$ cat src/rtl/pinint_pkg.sv
package pinint_pkg;
  localparam int unsigned REG_AW = 3;
  typedef logic [REG_AW-1:0] reg_addr_t;
  localparam reg_addr_t RA_SEL  = 3'd0;
  localparam reg_addr_t RA_MODE = 3'd1;
  localparam reg_addr_t RA_RISE = 3'd2;
  localparam reg_addr_t RA_FALL = 3'd3;
  localparam reg_addr_t RA_ACT  = 3'd4;
  localparam reg_addr_t RA_STAT = 3'd5;
endpackage

$ cat src/rtl/pinint_sync.sv
module pinint_sync #(
  parameter int unsigned W = 16
) (
  input  logic         clk,
  input  logic         rst_n,
  input  logic [W-1:0] pin_i,
  output logic [W-1:0] lvl_o,
  output logic [W-1:0] prev_o
);
  logic [W-1:0] meta_q, lvl_q, prev_q;

  always_ff @(posedge clk or negedge rst_n) begin
    if (!rst_n) begin
      meta_q <= '0;
      lvl_q  <= '0;
      prev_q <= '0;
    end else begin
      meta_q <= pin_i;
      lvl_q  <= meta_q;
      prev_q <= lvl_q;
    end
  end

  assign lvl_o  = lvl_q;
  assign prev_o = prev_q;
endmodule

$ cat src/rtl/pinint_regs.sv
module pinint_regs
  import pinint_pkg::*;
#(
  parameter int unsigned NCH  = 8,
  parameter int unsigned SELW = 4,
  parameter int unsigned DW   = 32
) (
  input  logic                clk,
  input  logic                rst_n,
  input  logic                wr_i,
  input  reg_addr_t           addr_i,
  input  logic [DW-1:0]       wdata_i,
  input  logic [NCH-1:0]      stat_i,
  output logic [NCH*SELW-1:0] sel_o,
  output logic [NCH-1:0]      mode_o,
  output logic [NCH-1:0]      rise_en_o,
  output logic [NCH-1:0]      fall_en_o,
  output logic [NCH-1:0]      act_o,
  output logic [NCH-1:0]      clr_o,
  output logic [DW-1:0]       rdata_o
);
  localparam int unsigned SELFW = NCH * SELW;

  logic [SELFW-1:0] sel_q, sel_d;
  logic [NCH-1:0]   mode_q, mode_d, rise_q, rise_d, fall_q, fall_d, act_q, act_d;
  logic             stat_wr;
  logic [NCH-1:0]   ones;

  assign stat_wr = wr_i && (addr_i == RA_STAT);
  assign ones    = wdata_i[NCH-1:0];

  always_comb begin
    sel_d  = sel_q;
    mode_d = mode_q;
    rise_d = rise_q;
    fall_d = fall_q;
    act_d  = act_q;
    if (wr_i) begin
      case (addr_i)
        RA_SEL:  sel_d  = wdata_i[SELFW-1:0];
        RA_MODE: mode_d = ones;
        RA_RISE: rise_d = ones;
        RA_FALL: fall_d = ones;
        RA_ACT:  act_d  = ones;
        RA_STAT: act_d  = act_q ^ (ones & mode_q);
        default: ;
      endcase
    end
  end

  always_ff @(posedge clk or negedge rst_n) begin
    if (!rst_n) begin
      sel_q  <= '0;
      mode_q <= '0;
      rise_q <= '0;
      fall_q <= '0;
      act_q  <= '0;
    end else begin
      sel_q  <= sel_d;
      mode_q <= mode_d;
      rise_q <= rise_d;
      fall_q <= fall_d;
      act_q  <= act_d;
    end
  end

  assign clr_o = stat_wr ? (ones & ~mode_q) : '0;

  always_comb begin
    rdata_o = '0;
    case (addr_i)
      RA_SEL:  rdata_o[SELFW-1:0] = sel_q;
      RA_MODE: rdata_o[NCH-1:0]   = mode_q;
      RA_RISE: rdata_o[NCH-1:0]   = rise_q;
      RA_FALL: rdata_o[NCH-1:0]   = fall_q;
      RA_ACT:  rdata_o[NCH-1:0]   = act_q;
      RA_STAT: rdata_o[NCH-1:0]   = stat_i;
      default: rdata_o = '0;
    endcase
  end

  assign sel_o     = sel_q;
  assign mode_o    = mode_q;
  assign rise_en_o = rise_q;
  assign fall_en_o = fall_q;
  assign act_o     = act_q;
endmodule

$ cat src/rtl/pinint_chan.sv
module pinint_chan #(
  parameter int unsigned NPIN = 16,
  parameter int unsigned SELW = 4
) (
  input  logic            clk,
  input  logic            rst_n,
  input  logic [NPIN-1:0] lvl_i,
  input  logic [NPIN-1:0] prev_i,
  input  logic [SELW-1:0] sel_i,
  input  logic            mode_i,
  input  logic            rise_en_i,
  input  logic            fall_en_i,
  input  logic            act_i,
  input  logic            clr_i,
  output logic            req_o
);
  logic cur, old, rise_ev, fall_ev;
  logic rl_q, rl_d, fl_q, fl_d;

  assign cur     = lvl_i[sel_i];
  assign old     = prev_i[sel_i];
  assign rise_ev = cur & ~old;
  assign fall_ev = ~cur & old;

  // a fresh transition outranks a simultaneous clear
  always_comb begin
    rl_d = rise_ev | (rl_q & ~clr_i);
    fl_d = fall_ev | (fl_q & ~clr_i);
  end

  always_ff @(posedge clk or negedge rst_n) begin
    if (!rst_n) begin
      rl_q <= 1'b0;
      fl_q <= 1'b0;
    end else begin
      rl_q <= rl_d;
      fl_q <= fl_d;
    end
  end

  assign req_o = mode_i ? (rise_en_i & (cur == act_i))
                        : ((rl_q & rise_en_i) | (fl_q & fall_en_i));
endmodule

$ cat src/rtl/pinint_ctrl.sv
module pinint_ctrl
  import pinint_pkg::*;
#(
  parameter int unsigned NCH  = 8,
  parameter int unsigned NPIN = 16,
  parameter int unsigned DW   = 32
) (
  input  logic              clk,
  input  logic              rst_n,
  input  logic [NPIN-1:0]   pin_i,
  input  logic              bus_wr,
  input  logic [REG_AW-1:0] bus_addr,
  input  logic [DW-1:0]     bus_wdata,
  output logic [DW-1:0]     bus_rdata,
  output logic [NCH-1:0]    irq_o,
  output logic              irq_any_o
);
  localparam int unsigned SELW = $clog2(NPIN);

  logic                rst_m, rst_q;
  logic [NPIN-1:0]     lvl, prev;
  logic [NCH*SELW-1:0] sel;
  logic [NCH-1:0]      mode, rise_en, fall_en, act, clr, req;

  always_ff @(posedge clk or negedge rst_n) begin
    if (!rst_n) begin
      rst_m <= 1'b0;
      rst_q <= 1'b0;
    end else begin
      rst_m <= 1'b1;
      rst_q <= rst_m;
    end
  end

  pinint_sync #(.W(NPIN)) u_sync (
    .clk(clk), .rst_n(rst_q), .pin_i(pin_i), .lvl_o(lvl), .prev_o(prev)
  );

  pinint_regs #(.NCH(NCH), .SELW(SELW), .DW(DW)) u_regs (
    .clk(clk), .rst_n(rst_q), .wr_i(bus_wr), .addr_i(bus_addr),
    .wdata_i(bus_wdata), .stat_i(req), .sel_o(sel), .mode_o(mode),
    .rise_en_o(rise_en), .fall_en_o(fall_en), .act_o(act), .clr_o(clr),
    .rdata_o(bus_rdata)
  );

  for (genvar n = 0; n < NCH; n++) begin : g_ch
    pinint_chan #(.NPIN(NPIN), .SELW(SELW)) u_ch (
      .clk(clk), .rst_n(rst_q), .lvl_i(lvl), .prev_i(prev),
      .sel_i(sel[n*SELW +: SELW]), .mode_i(mode[n]),
      .rise_en_i(rise_en[n]), .fall_en_i(fall_en[n]), .act_i(act[n]),
      .clr_i(clr[n]), .req_o(req[n])
    );
  end

  assign irq_o     = req;
  assign irq_any_o = |req;
endmodule

$ cat config.mk
export PLATFORM = sky130hd
export DESIGN_NAME = pinint_ctrl
export DESIGN_NICKNAME = d
export VERILOG_FILES = /design/src/rtl/pinint_pkg.sv /design/src/rtl/pinint_sync.sv /design/src/rtl/pinint_regs.sv /design/src/rtl/pinint_chan.sv /design/src/rtl/pinint_ctrl.sv
export SDC_FILE = /design/constraint.sdc
export NUM_CORES = 1
export LEC_CHECK = 0
export ABC_AREA = 1
export BUFFER_PORTS_ARGS = -buffer_cell sky130_fd_sc_hd__buf_2
export CELL_PAD_IN_SITES_DETAIL_PLACEMENT = 1
export CELL_PAD_IN_SITES_GLOBAL_PLACEMENT = 1
export CORE_ASPECT_RATIO = 0.8
export CORE_MARGIN = 10
export CORE_UTILIZATION = 39
export DETAILED_ROUTE_END_ITERATION = 7
export HOLD_SLACK_MARGIN = 0.05
export PLACE_DENSITY = 0.79
export SETUP_SLACK_MARGIN = 0.1
export SLEW_MARGIN = 15
export SYNTH_ARGS = -nofsm -noshare
export SYNTH_HDL_FRONTEND = slang
export SYNTH_SLANG_ARGS = --single-unit
$ cat constraint.sdc
create_clock -name clk -period 4 [get_ports clk]
set_input_delay 0 -clock clk [delete_from_list [all_inputs] [get_ports clk]]
set_output_delay 0 -clock clk [all_outputs]
set_load 0.02 [all_outputs]
==> results.md, run 1 <==
* Outcome: complete, but fails checks
* Failing checks: design-rule violations
* Met3 global-route usage at 4.66%
* Global route total overflow at 0
* Setup crit start: u_regs.sel_o[8]
* H-tree Lvls at 4
* CP max-delay cell: dfrtp_1
* Share of cells above drive strength 1 at 15.2%
* Mapped Area at 7630 sq um
* Final number of max-transition violations at 0
* Die Y at 145 um
* CP arrival at 2.77 ns
* Rel. slew slack at 37.7%
* Post-synth EDFFs at 0
* Rows at 45
* Power Total at 4.91 mW
* WP depth at 14
* Routability Congestion at 0.957
* Routed len/inst at 21.2 um
* Post-DP HPWL at 19800 um
* DIE AREA at 25600 sq um
* Top cells by area, synth: dfrtp_1 43%, nand2_1 11%, o21ai_0 9.2%
* Syn Area/Cell at 7.36 sq um
* N_diodes at 0
* Clock Tree Root: clkbuf_16
* Clock buffer depth at 2
* CP endpoint: irq_any_o
* #FFs+latches synth at 130
* Area grow syn2layout at 20.6%
* ANT nets after route at 0
* Slew @ Worst Pin at 0.935 ns
* Yosys top cell area share at 42.6%
* Maximum net fanout on the critical path at 22
* Worst path most repeated cell: nand2_1
* Sequential element share of the synthesized area at 42.6%
* Routed wire length at 30100 um
* Synth top cells by count: 231 x nand2_1, 140 x o21ai_0, 130 x dfrtp_1
* Overall routing resource usage at 23.3%
* Synth area leader: dfrtp_1
* Met2 usage at 35.3%
* DRC viols at 2
* Dominant delay contributor by cell family on the critical path: simple AND/OR/NAND/NOR gates
* Clk slew on worst S/H paths at 0.07 ns
* Largest net degree at the start of global routing at 73
* Fin crit share at 69.1%
* R2r endpoint: g_ch[7].u_ch.rl_q
* Synth warn at 0
* Placeable core area at 19100 sq um
* Starting Density at 40.0%
* Setup_tns at 0 ns
* R2R depth at 8
* CP Capture Type: primary output
* CTS buffer count at 17
* Final setup fails at 0
* DR vias/cell at 5.63
* Crit-path max cell delay at 0.80 ns
* RSZ-0062 raised after global routing: no
* VDD IR max at 0.198 mV
* M1 GR Usage at 32.8%
* Hold WS at 0.0842 ns
* # port buffers at 94
* Die width at 176 um
* Crit start category: flop
* Data required, critical path at 4.00 ns
* Post-synth ARST share at 100%
* First-pass GRT wire length at 47100 um
* Origin of the critical flop-to-flop path: u_regs.sel_o[28]
* Drt first pass iters at 8
* Predominant post-synthesis flop cell: dfrtp_1
* Vias at 7993
* CTS tree: done
* Static Leak at 4.53 nW
* Placed cell area at 8100 sq um
* Worst skew pair latency at 0.44 ns
* Hold Vio Cnt, Final at 0
* Initial antenna violation count at 0
* Worst Hold Class: primary input to flop
* CP Class: flop to primary output
* Gr busiest metal: met2
* Fin nets at 1202
* DR iter-0 viols at 795
* Layout Skew at 0.0166 ns
* Clock sink total at 130
* R2R Setup Slk at 1.98 ns
* Fin crit period at 2.77 ns
* Maximum clock rate at 362 MHz
* CP cell instances: inv_2, nand2_1, nand3_1, nand3_1, nand3_2, nand2_2, nand2_1, nand3_1, nand2_1, inv_2, nand2_1, nor2_1, nand2_1, buf_2
* PwrDens at 533 nW/um^2
* CP Buf/Inv Count at 3
* Mapped Nets at 1092
* Most common cell in the netlist: nand2_1
* Final instance area at 9210 sq um
* Count of cell types in the netlist at 27
* Ports at 95
* Cell count after synthesis at 1038
* Vias in the first global route at 8110
* Max cap viols at 0
## metrics by stage
stage	cells	utilization (%)	worst slack, ns
global route	1419	48.3	1.01
CTS	1419	48.3	1.27
global placement	1337	42.5	1.82
detailed placement	1337	42.5	1.79
finish	1419	48.3	1.23
floorplan	1038	-	0.110
## worst register-to-register path: cells and delay by family (launching register included)
family | cells | cell delay (ns)
buffers and inverters | 2 | 0.36
AO/OA/AOI/OAI | 5 | 0.74
AND/OR/NAND/NOR | 1 | 0.05
flip-flops | 1 | 0.79
## cell type report
cell class,instances,area [sq um]
clock buffers,17,425
clock inverters,15,181
fillers,2403,9880
inverters,118,443
multi-input cells,734,3570
flip-flops and latches,130,3260
well taps,258,323
repair buffers,147,1010
## logic make-up after synthesis
kind of cell	share of synthesized area (%)
AND/OR/NAND/NOR	25.6
AO/OA/AOI/OAI	20.2
other	0.0491
XOR/XNOR	0.918
buffers and inverters	10.6
flip-flops	42.6
## cell usage in the layout (no fill, tap or decap), types with 7 or more instances in the layout
master and instances:
nand2_1 231, nand3_1 110, dfrtp_1 129, o211ai_1 10, buf_2 94, inv_2 23, nor3_1 8, inv_1 94
a21o_1 7, nor2_1 85, o22ai_1 11, xor2_1 8, o2111ai_1 8, nand2_2 12, dlygate4sd3_1 50, clkbuf_16 17
a221oi_1 7, o221ai_1 22, a21oi_1 56, nand3_2 11, o21ai_0 140
## worst min path at each step
| stage | cells after the start | endpoint | start | slack (ns) |
|---|---|---|---|---|
| final | 3 | u_regs.act_o[1] | bus_wr | 0.08 |
| after global routing | 3 | u_regs.act_o[1] | bus_wr | 0.1 |
| after CTS | 3 | u_regs.act_o[1] | bus_wr | 0.07 |
| after detailed placement | 1 | rst_m | rst_n | -0.21 |
| after global placement | 1 | rst_m | rst_n | -0.21 |
| after floorplan | 0 | rst_m | rst_n | -0.30 |
## power by group
part	internal, mW	switching, mW
sequential	1.51	0.347
combinational	0.515	0.934
clock	0.851	0.756
## metal layers
metal  part of all wire [%]  vias to the layer above  wire length (um)
met5                      0                        -                 0
met4                    1.8                        0               554
met3                    7.3                       43              2210
met2                     46                      314             13800
met1                     45                     3938             13500
li1                       -                     3698                 -
## sequential cells by signal (all words and copies together) (netlist names)
signal and count:
u_sync.lvl_o 16, u_regs.fall_en_o 8, u_regs.act_o 8, u_sync.prev_o 16
u_regs.sel_o 32, g_ch.u_ch.rl_q 8, u_regs.mode_o 8, u_sync.meta_q 16
g_ch.u_ch.fl_q 8, rst_m 1, u_regs.rise_en_o 8, rst_q 1
## what timing repair did
item | CTS | global route
gates resized for setup | 0 | 0
setup endpoints to repair | 0 | 0
setup buffers | 0 | 0
hold endpoints to repair | 82 | 0
hold buffers | 50 | 0
Note: power is estimated with default switching activity, not from simulation.
==> run 2: changes to the inputs <==
--- a/config.mk
+++ b/config.mk
@@ -11,10 +11,10 @@
 export CELL_PAD_IN_SITES_GLOBAL_PLACEMENT = 1
 export CORE_ASPECT_RATIO = 0.8
 export CORE_MARGIN = 10
-export CORE_UTILIZATION = 39
+export CORE_UTILIZATION = 43
 export DETAILED_ROUTE_END_ITERATION = 7
 export HOLD_SLACK_MARGIN = 0.05
-export PLACE_DENSITY = 0.79
+export PLACE_DENSITY = 0.83
 export SETUP_SLACK_MARGIN = 0.1
 export SLEW_MARGIN = 15
 export SYNTH_ARGS = -nofsm -noshare
==> constraint.sdc (replaced) <==
create_clock -name clk -period 2.8 [get_ports clk]
set_input_delay 0 -clock clk [delete_from_list [all_inputs] [get_ports clk]]
set_output_delay 0 -clock clk [all_outputs]
set_load 0.02 [all_outputs]
==> run 2 against run 1 <==
  * The run now ends clean
  * Sequential power up 39%
  * Wire length down 0.36%
  * Final area up 0.35%
  * Global-route usage up 1.7 points
  * Via count up 2.5%
  * Register-to-register slack worse by 1.0 ns
  * Critical path type unchanged
  * Largest cell class unchanged
==> results.md, run 2 (synthesis gave the netlist of run 1 again) <==
* Comb power frac at 30.9%
* Routed wire length at 30000 um
* Slew @ Worst Pin at 0.658 ns
* Clock buffer depth at 2
* Hold Vio Cnt, Final at 0
* Hold Crit Depth at 3
* Min-delay src: bus_wr
* Maximum net fanout on the critical path at 8
* Die width at 169 um
* Clock sink total at 130
* Layout Skew at 0.0118 ns
* Vias in the first global route at 8531
* Clock share of power at 32.8%
* Worst skew pair latency at 0.44 ns
* Non-Filler Instances at 1395
* Outcome: finished clean
* Fin crit share at 89.0%
* PwrDens at 767 nW/um^2
* Overall routing resource usage at 25.0%
* Internal power component at 4.20 mW
* Fin nets at 1211
* Origin of the critical flop-to-flop path: u_regs.sel_o[12]
* CP arrival at 2.49 ns
* R2R depth at 9
* Largest net degree at the start of global routing at 65
* DIE AREA at 23500 sq um
* Final setup fails at 0
* Max cap viols at 0
* CP Class: flop to primary output
* ANT nets after route at 0
* Area grow syn2layout at 21.1%
* Placed cell area at 8130 sq um
* VDD IR max at 0.366 mV
* Post-Place Worst Slack at 0.777 ns
* CTS tree: done
* Hold path endpoint: u_regs.act_o[4]
* First-pass GRT wire length at 46900 um
* R2R Setup Slk at 0.97 ns
* Sw frac at 40.7%
* Drt first pass iters at 5
* CP Capture Type: primary output
* Most frequent cells in the layout: 231 x nand2_1, 140 x o21ai_0, 128 x dfrtp_1
* Fin crit period at 2.49 ns
* Seq pwr share at 36.3%
* Routability Congestion at 0.944
* DR iter-0 viols at 848
* Starting Density at 43.9%
* Ports at 95
* CTS buffer count at 17
* Placeable core area at 17400 sq um
* Fill count at 2185
* Post-DP HPWL at 19800 um
* Power Total at 7.09 mW
* Hold WS at 0.0726 ns
* Clock Tree Root: clkbuf_16
* CP cell instances: inv_1, nand2_1, nand3_1, nand3_1, nand3_1, nand2_1, nand2_1, nand3_1, nand2_1, inv_2, nand2_1, nor2_1, nand2_1, buf_2
* Global route total overflow at 0
* Die Y at 139 um
* Vias at 8196
* Crit start category: flop
* Max reg flops at 32
* Worst Hold Class: primary input to flop
* Placed cell count at 1313
* Maximum clock rate at 401 MHz
* DR vias/cell at 5.88
* Data required, critical path at 2.80 ns
* Share of cells above drive strength 1 at 15.9%
* # port buffers at 94
* Final number of max-transition violations at 0
* Sw power at 2.89 mW
* Core Util, Final at 53.2%
* Rows at 43
* R2r endpoint: g_ch[3].u_ch.rl_q
* N_diodes at 0
* RSZ-0062 raised after global routing: no
* # Post-CTS Setup Buffers at 0
* Clk slew on worst S/H paths at 0.07 ns
* Final instance area at 9240 sq um
* Static Leak at 4.57 nW
* Worst path most repeated cell: nand2_1
* CP max-delay cell: inv_1
* Routed len/inst at 21.5 um
* Rel. slew slack at 56.0%
* Commonest non-fill, non-tap cell in the layout: nand2_1
* Final setup margin at 0.308 ns
* H-tree Lvls at 4
* DRC viols at 0
* Crit-path max cell delay at 0.43 ns
* Setup_tns at 0 ns
* Initial antenna violation count at 0
-- run 2: worst max path at each step --
stage / endpoint / cells past startpoint / start / slack (ns)
global route: irq_any_o / 14 / u_regs.sel_o[12] / 0.17
floorplan: g_ch[0].u_ch.fl_q / 0 / rst_q / 0.64
finish: irq_any_o / 14 / u_sync.lvl_o[5] / 0.31
CTS: irq_any_o / 14 / u_regs.sel_o[28] / 0.24
global placement: irq_any_o / 14 / u_regs.sel_o[28] / 0.85
detailed placement: irq_any_o / 14 / u_regs.sel_o[28] / 0.78
-- run 2: power by group through the flow --
stage | Combinational, mW | Sequential (mW) | Clock (mW)
final | 2.19 | 2.58 | 2.32
after global routing | 2.43 | 2.61 | 2.43
after CTS | 2.17 | 2.56 | 2.33
after detailed placement | 2.08 | 2.58 | 0
after global placement | 2.00 | 2.57 | 0
after floorplan | 1.70 | 2.40 | 0
-- run 2: critical path: cells and delay by family (launching register included) --
kind,cells,cell delay [ns]
AND/OR/NAND/NOR,11,1.02
buffers and inverters,3,0.62
flip-flops,1,0.39
-- run 2: routing by layer --
layer | routed length, um | global-route usage (%) | vias up | share of wire, %
li1 | - | - | 3718 | -
met1 | 12700 | 32.9 | 3990 | 42
met2 | 13800 | 39.6 | 417 | 46
met3 | 2770 | 5.98 | 71 | 9.2
met4 | 760 | 7.94 | 0 | 2.5
met5 | 0 | 0 | - | 0
-- run 2: final cells by class --
cell class,instances,area (sq um),area share (%)
Multi-Input combinational cell,734,3570,38.7
Sequential cell,130,3260,35.3
Timing Repair Buffer,156,1070,11.6
Inverter,118,443,4.79
Clock buffer,17,425,4.60
Tap cell,225,282,3.05
Clock inverter,15,186,2.02
-- run 2: what timing repair did --
item,CTS,global route
setup endpoints to repair,0,1
hold endpoints to repair,82,0
resized for setup,0,1
hold buffers,50,0
